[src/rtl/fc_cmd_pkg.sv]
package fc_cmd_pkg;

  // Which value the datapath captures as the pause operand
  typedef enum logic [1:0] {
    OP_LEN  = 2'd0,
    OP_MAX  = 2'd1,
    OP_ZERO = 2'd2
  } opSel_e;

  // Strobes from the edge decoder to the datapath
  typedef struct packed {
    logic   loadOp;
    opSel_e opSel;
    logic   setBp;
    logic   clrBp;
  } fcStrb_t;

endpackage

[src/rtl/fc_cmd_ctrl.sv]
module fc_cmd_ctrl
  import fc_cmd_pkg::*;
#(
  parameter int SYNC_STAGES = 2
) (
  input  logic    clk,
  input  logic    rstN,
  input  logic    cmdWrEn,
  input  logic    cmdWrData,
  input  logic    ctlWrEn,
  input  logic    ctlFixedPause,
  input  logic    ctlPinEn,
  input  logic    fullDuplex,
  input  logic    fcPin,
  output logic    cmdBit,
  output logic    fixedMode,
  output fcStrb_t strb
);

  logic                   cmdQ;
  logic                   fixedQ;
  logic                   pinEnQ;
  logic                   pinPrev;
  logic [SYNC_STAGES-1:0] pinSync;
  logic                   pinLvl;

  // Pin synchronizer: depth picked by parameter
  generate
    if (SYNC_STAGES == 1) begin : g_oneStage
      always_ff @(posedge clk) begin
        if (!rstN) pinSync <= '0;
        else       pinSync <= fcPin;
      end
    end else begin : g_chain
      always_ff @(posedge clk) begin
        if (!rstN) pinSync <= '0;
        else       pinSync <= {pinSync[SYNC_STAGES-2:0], fcPin};
      end
    end
  endgenerate

  assign pinLvl = pinSync[SYNC_STAGES-1];

  logic selfClr;
  assign selfClr = cmdQ & fullDuplex & fixedQ;

  always_ff @(posedge clk) begin
    if (!rstN) begin
      cmdQ    <= 1'b0;
      fixedQ  <= 1'b0;
      pinEnQ  <= 1'b0;
      pinPrev <= 1'b0;
    end else begin
      pinPrev <= pinLvl;
      if (cmdWrEn)      cmdQ <= cmdWrData;
      else if (selfClr) cmdQ <= 1'b0;
      if (ctlWrEn) begin
        fixedQ <= ctlFixedPause;
        pinEnQ <= ctlPinEn;
      end
    end
  end

  logic cmdRise, cmdFall, pinRise, pinFall, riseEv, fallEv;

  always_comb begin
    cmdRise = cmdWrEn & cmdWrData & ~cmdQ;
    cmdFall = cmdWrEn & ~cmdWrData & cmdQ;
    pinRise = pinEnQ & pinLvl & ~pinPrev;
    pinFall = pinEnQ & ~pinLvl & pinPrev;
    riseEv  = cmdRise | pinRise;
    fallEv  = (cmdFall | pinFall) & ~riseEv;

    strb = '{loadOp: 1'b0, opSel: OP_ZERO, setBp: 1'b0, clrBp: 1'b0};
    if (!fullDuplex) begin
      strb.setBp = riseEv;
      strb.clrBp = fallEv;
    end else if (fixedQ) begin
      strb.loadOp = riseEv;
      strb.opSel  = OP_LEN;
    end else begin
      strb.loadOp = riseEv | fallEv;
      strb.opSel  = riseEv ? OP_MAX : OP_ZERO;
    end
  end

  assign cmdBit    = cmdQ;
  assign fixedMode = fixedQ;

endmodule

[src/rtl/fc_cmd_dp.sv]
module fc_cmd_dp
  import fc_cmd_pkg::*;
#(
  parameter int OP_W = 16
) (
  input  logic            clk,
  input  logic            rstN,
  input  fcStrb_t         strb,
  input  logic            lenWrEn,
  input  logic [OP_W-1:0] lenWrData,
  input  logic            txAck,
  input  logic            fullDuplex,
  output logic            txReq,
  output logic [OP_W-1:0] txOperand,
  output logic            backPressure
);

  localparam logic [OP_W-1:0] OP_MAX_VAL  = '1;
  localparam logic [OP_W-1:0] OP_ZERO_VAL = '0;

  logic [OP_W-1:0] lenQ;
  logic [OP_W-1:0] opQ;
  logic [OP_W-1:0] opNext;
  logic            reqQ;
  logic            bpQ;

  always_comb begin
    case (strb.opSel)
      OP_LEN:  opNext = lenQ;
      OP_MAX:  opNext = OP_MAX_VAL;
      default: opNext = OP_ZERO_VAL;
    endcase
  end

  always_ff @(posedge clk) begin
    if (!rstN) begin
      lenQ <= '0;
      opQ  <= '0;
      reqQ <= 1'b0;
      bpQ  <= 1'b0;
    end else begin
      if (lenWrEn) lenQ <= lenWrData;
      if (strb.loadOp) begin
        opQ  <= opNext;
        reqQ <= 1'b1;
      end else if (txAck) begin
        reqQ <= 1'b0;
      end
      if (strb.setBp)      bpQ <= 1'b1;
      else if (strb.clrBp) bpQ <= 1'b0;
    end
  end

  assign txReq        = reqQ;
  assign txOperand    = opQ;
  assign backPressure = bpQ & ~fullDuplex;

endmodule

[src/rtl/fc_cmd_tx.sv]
module fc_cmd_tx
  import fc_cmd_pkg::*;
#(
  parameter int OP_W        = 16,
  parameter int SYNC_STAGES = 2
) (
  input  logic            clk,
  input  logic            rstN,
  input  logic            cmdWrEn,
  input  logic            cmdWrData,
  input  logic            ctlWrEn,
  input  logic            ctlFixedPause,
  input  logic            ctlPinEn,
  input  logic            lenWrEn,
  input  logic [OP_W-1:0] lenWrData,
  input  logic            fullDuplex,
  input  logic            fcPin,
  input  logic            txAck,
  output logic            cmdBit,
  output logic            txReq,
  output logic [OP_W-1:0] txOperand,
  output logic            backPressure
);

  fcStrb_t strb;
  logic    fixedMode;
  logic    loadOp;

  assign loadOp = strb.loadOp;

  fc_cmd_ctrl #(.SYNC_STAGES(SYNC_STAGES)) ctrl_i (
    .clk(clk), .rstN(rstN),
    .cmdWrEn(cmdWrEn), .cmdWrData(cmdWrData),
    .ctlWrEn(ctlWrEn), .ctlFixedPause(ctlFixedPause), .ctlPinEn(ctlPinEn),
    .fullDuplex(fullDuplex), .fcPin(fcPin),
    .cmdBit(cmdBit), .fixedMode(fixedMode), .strb(strb)
  );

  fc_cmd_dp #(.OP_W(OP_W)) dp_i (
    .clk(clk), .rstN(rstN), .strb(strb),
    .lenWrEn(lenWrEn), .lenWrData(lenWrData),
    .txAck(txAck), .fullDuplex(fullDuplex),
    .txReq(txReq), .txOperand(txOperand), .backPressure(backPressure)
  );

endmodule

[config.mk]
export PLATFORM = sky130hd
export DESIGN_NAME = fc_cmd_tx
export DESIGN_NICKNAME = d
export VERILOG_FILES = /design/src/rtl/fc_cmd_pkg.sv /design/src/rtl/fc_cmd_ctrl.sv /design/src/rtl/fc_cmd_dp.sv /design/src/rtl/fc_cmd_tx.sv
export SDC_FILE = /design/constraint.sdc
export NUM_CORES = 1
export LEC_CHECK = 0
export BUFFER_PORTS_ARGS = -buffer_cell sky130_fd_sc_hd__buf_2
export CORE_UTILIZATION = 45
export DETAILED_ROUTE_END_ITERATION = 12
export PLACE_DENSITY_LB_ADDON = 0.12
export SYNTH_ARGS = -nofsm -noshare
export SYNTH_HDL_FRONTEND = slang
export SYNTH_SLANG_ARGS = --single-unit
[constraint.sdc]
create_clock -name clk -period 2.25 [get_ports clk]
set_input_delay 0.3375 -clock clk [delete_from_list [all_inputs] [get_ports clk]]
set_output_delay 0.3375 -clock clk [all_outputs]
set_load 0.01 [all_outputs]
==> flow_metrics.py <==
metrics = {
    "routing": {
        "wl_met1_um": 1309,
        "drc": 0,
        "drt-initial-drc-count": 20,
        "vias": 1078,
        "wl_met2_um": 1369,
        "wl_met3_um": 158,
        "via_per_inst": 5.014,
        "wl_um": 2865,
        "top_layer": "met4",
        "ant_nets": 0,
        "wl_per_cell_um": 13.33,
        "firstDrtPassIters": 4,
    },
    "job": {
        "drv_cap": 0,
    },
    "outcome": {
        "status": "finished, final reports clean",
    },
    "synthesis": {
        "synth_top_area_share_pct": 53.96,
        "ys_top_cells_by_area": "dfxtp_1 (54%), mux2i_1 (12%), o221a_1 (11%)",
        "synth_top_flop_cell": "dfxtp_1",
        "yosysMostFrequentCell": "dfxtp_1",
        "syn_avg_cell_area_um2": 11.87,
        "synthTopCellsByCount": "dfxtp_1 (40), nor2b_1 (21), mux2i_1 (18)",
        "yosysSeqAreaShare_pct": 53.96,
        "netlist_instances": 125,
        "synthesis.nets": 152,
        "synth_seq_cells": 40,
        "yosys.area.top_type": "dfxtp_1",
        "synthesis.area_um2": 1484,
        "yosysUniqueCellTypes": 21,
        "async_flop_share_pct": 0,
        "ys_warn_count": 0,
        "synth-edff-count": 0,
    },
    "power": {
        "pwr-share-seq_pct": 56.1,
        "clockPowerShare_pct": 33.0,
        "p_sw_share_pct": 22.99,
        "vdd.ir_drop.worst_uv": 443.7,
        "power_leakage_nw": 0.8191,
        "p_per_area_nw_per_um2": 767.6,
        "power.switching_uw": 317.7,
        "power.total_mw": 1.382,
        "internal_power_mw": 1.064,
        "comb_power_share_pct": 10.9,
    },
    "min_path": {
        "hold_end": "ctrl_i.pinSync[0]$_SDFF_PN0_",
        "min-delay-start": "fcPin",
        "hold_path.class": "input pin to flop",
        "worstHoldPathCells": 2,
    },
    "sta": {
        "final-hold-violation-count": 0,
        "fmax_mhz": 586.3,
        "setup_violations": 0,
        "timing.slew.headroom_pct": 52.91,
        "finalCriticalPeriod_ps": 1706,
        "rsz0062_at_grt": "false",
        "slew_viol_final": 0,
        "worst_slew_pin_slew_ps": 706.4,
        "whs_ps": 187.8,
        "setup_ws_ps": 544.4,
        "fin_setup_tns_ps": 0,
        "clock_skew_ps": 12.56,
        "fin_crit_sh_pct": 75.81,
    },
    "setup_path": {
        "reg2reg_depth": 4,
        "criticalPathCategory": "flop to flop",
        "cp-start-kind": "flop",
        "crit_buf_inv": 0,
        "cp.required_ps": 2500,
        "worstPathArrival_ps": 1960,
        "timing.rr.start": "ctrl_i.pinEnQ$_SDFFE_PN0P_",
        "worstPathMaxFanout": 16,
        "endpoint_kind": "flop",
        "r2r_slack_ps": 540,
        "max_stage_delay_ps": 510,
        "crit_family": "compound AO/OA/AOI/OAI gates",
        "reg2reg_to": "dp_i.txOperand[5]$_SDFFE_PN0P_",
        "crit_chain": "nand2_1 -> o22ai_2 -> nand3_1 -> o221a_2",
        "cpMaxStageDelayCell": "nand3_1",
    },
    "grt": {
        "grt_remaining_overflow": 0,
        "grt_pass1_wl_um": 4498,
        "grt_pass1_vias": 1017,
        "antenna_found_initial": 0,
        "track_usage_pct": 17.75,
        "grt_max_degree": 25,
    },
    "clock_tree": {
        "cts_resized": 0,
        "cts_hold_buf": 0,
        "clk_path_buf_depth": 2,
        "cts_setup_buffers": 0,
        "cts_buffers": 5,
        "cts_max_level": 2,
        "cts_tree": "done",
        "clock_sinks": 40,
        "clock_latency_ps": 340,
        "ctsRootBufferMaster": "clkbuf_4",
        "clk_pin_slew_worst_paths_ps": 120,
    },
    "final_layout": {
        "stdcell_count": 215,
        "nNetsFinal": 197,
        "diodes": 0,
        "drive_gt1_share_pct": 32.16,
        "area_growth_pct": 21.33,
        "fill_cells": 295,
    },
    "floorplan": {
        "core_area_um2": 3103,
        "num_io_pins": 46,
        "start_util_pct": 47.82,
        "die-area_um2": 3531,
        "row_count": 20,
        "die_width_um": 59.43,
        "fp.dieH_um": 59.43,
    },
    "place": {
        "place.gp.congestion": 0.7153,
        "pre_cts_slack_ps": 434.0,
        "portBuffers": 45,
        "dp_hpwl_um": 1977,
        "dp_cells": 207,
    },
}
-- how the worst max path moves through the flow --
stage | from | to | slack, ps | depth (start not counted)
after floorplan | ctrl_i.cmdBit$_SDFFE_PN0P_ | dp_i.txOperand[10]$_SDFFE_PN0P_ | 810 | 5
final | ctrl_i.pinEnQ$_SDFFE_PN0P_ | dp_i.txOperand[5]$_SDFFE_PN0P_ | 540 | 4
after global routing | ctrl_i.pinPrev$_SDFF_PN0_ | dp_i.txOperand[0]$_SDFFE_PN0P_ | 410 | 4
after detailed placement | cmdWrEn | dp_i.txOperand[5]$_SDFFE_PN0P_ | 430 | 5
after global placement | cmdWrEn | dp_i.txOperand[5]$_SDFFE_PN0P_ | 480 | 5
after CTS | ctrl_i.pinEnQ$_SDFFE_PN0P_ | dp_i.txOperand[5]$_SDFFE_PN0P_ | 530 | 4
-- layout make-up --
| type | instances | area (um2) | share of cell area, % |
|---|---|---|---|
| multi-input cells | 75 | 628.1 | 34.89 |
| flip-flops and latches | 40 | 800.8 | 44.48 |
| repair buffers | 46 | 232.7 | 12.93 |
| clock inverters | 2 | 35.03 | 1.946 |
| well taps | 44 | 55.05 | 3.058 |
| clock buffers | 6 | 41.29 | 2.293 |
| inverters | 2 | 7.507 | 0.4170 |
-- power groups by stage --
stage	Combinational, mW	Clock, mW	Sequential [mW]
after floorplan	0.0853	0	0.797
final	0.150	0.456	0.776
after global routing	0.166	0.504	0.781
after global placement	0.147	0	0.790
after detailed placement	0.152	0	0.792
after CTS	0.153	0.468	0.776
-- stage by stage --
| step | utilization (%) | cell area [um2] |
|---|---|---|
| final | 58.02 | 1800 |
| after global placement | 55.56 | 1724 |
| after CTS | 58.02 | 1800 |
| after detailed placement | 55.56 | 1724 |
| after global routing | 58.02 | 1800 |
| after floorplan | - | 1484 |
-- cells by family (layout without fill, tap and decap cells) --
family | after synthesis | count (layout) | synth area share (%)
compound gates | 24 | 24 | 16.61
simple gates | 33 | 33 | 13.57
mux | 18 | 18 | 12.14
flops | 40 | 40 | 53.96
buf+inv | 10 | 56 | 3.710
-- cells in the final DEF, fill, tap and decap left out, types with 2 or more instances in the layout --
cell	synthesis	final
buf_2	2	45
dfxtp_1	40	40
nor2b_1	21	21
mux2i_1	18	18
o221a_1	15	15
nand2_1	5	5
clkbuf_4	0	5
and2_1	4	4
o21ai_0	2	2
inv_1	2	2
-- registers in the layout, indices dropped and copies added (netlist names) --
name,flops
dp_i.lenQ,16
dp_i.txOperand,16
ctrl_i.pinSync,2
ctrl_i.cmdBit,1
ctrl_i.fixedMode,1
ctrl_i.pinEnQ,1
ctrl_i.pinPrev,1
dp_i.bpQ,1
dp_i.txReq,1
-- routing by layer --
| metal | up-vias | global-route usage, % |
|---|---|---|
| li1 | 542 | - |
| met1 | 500 | 21.30 |
| met2 | 32 | 27.77 |
| met3 | 4 | 7.642 |
| met4 | 0 | 7.143 |
| met5 | - | 0 |
No activity file was read; power rests on OpenSTA's default activity.
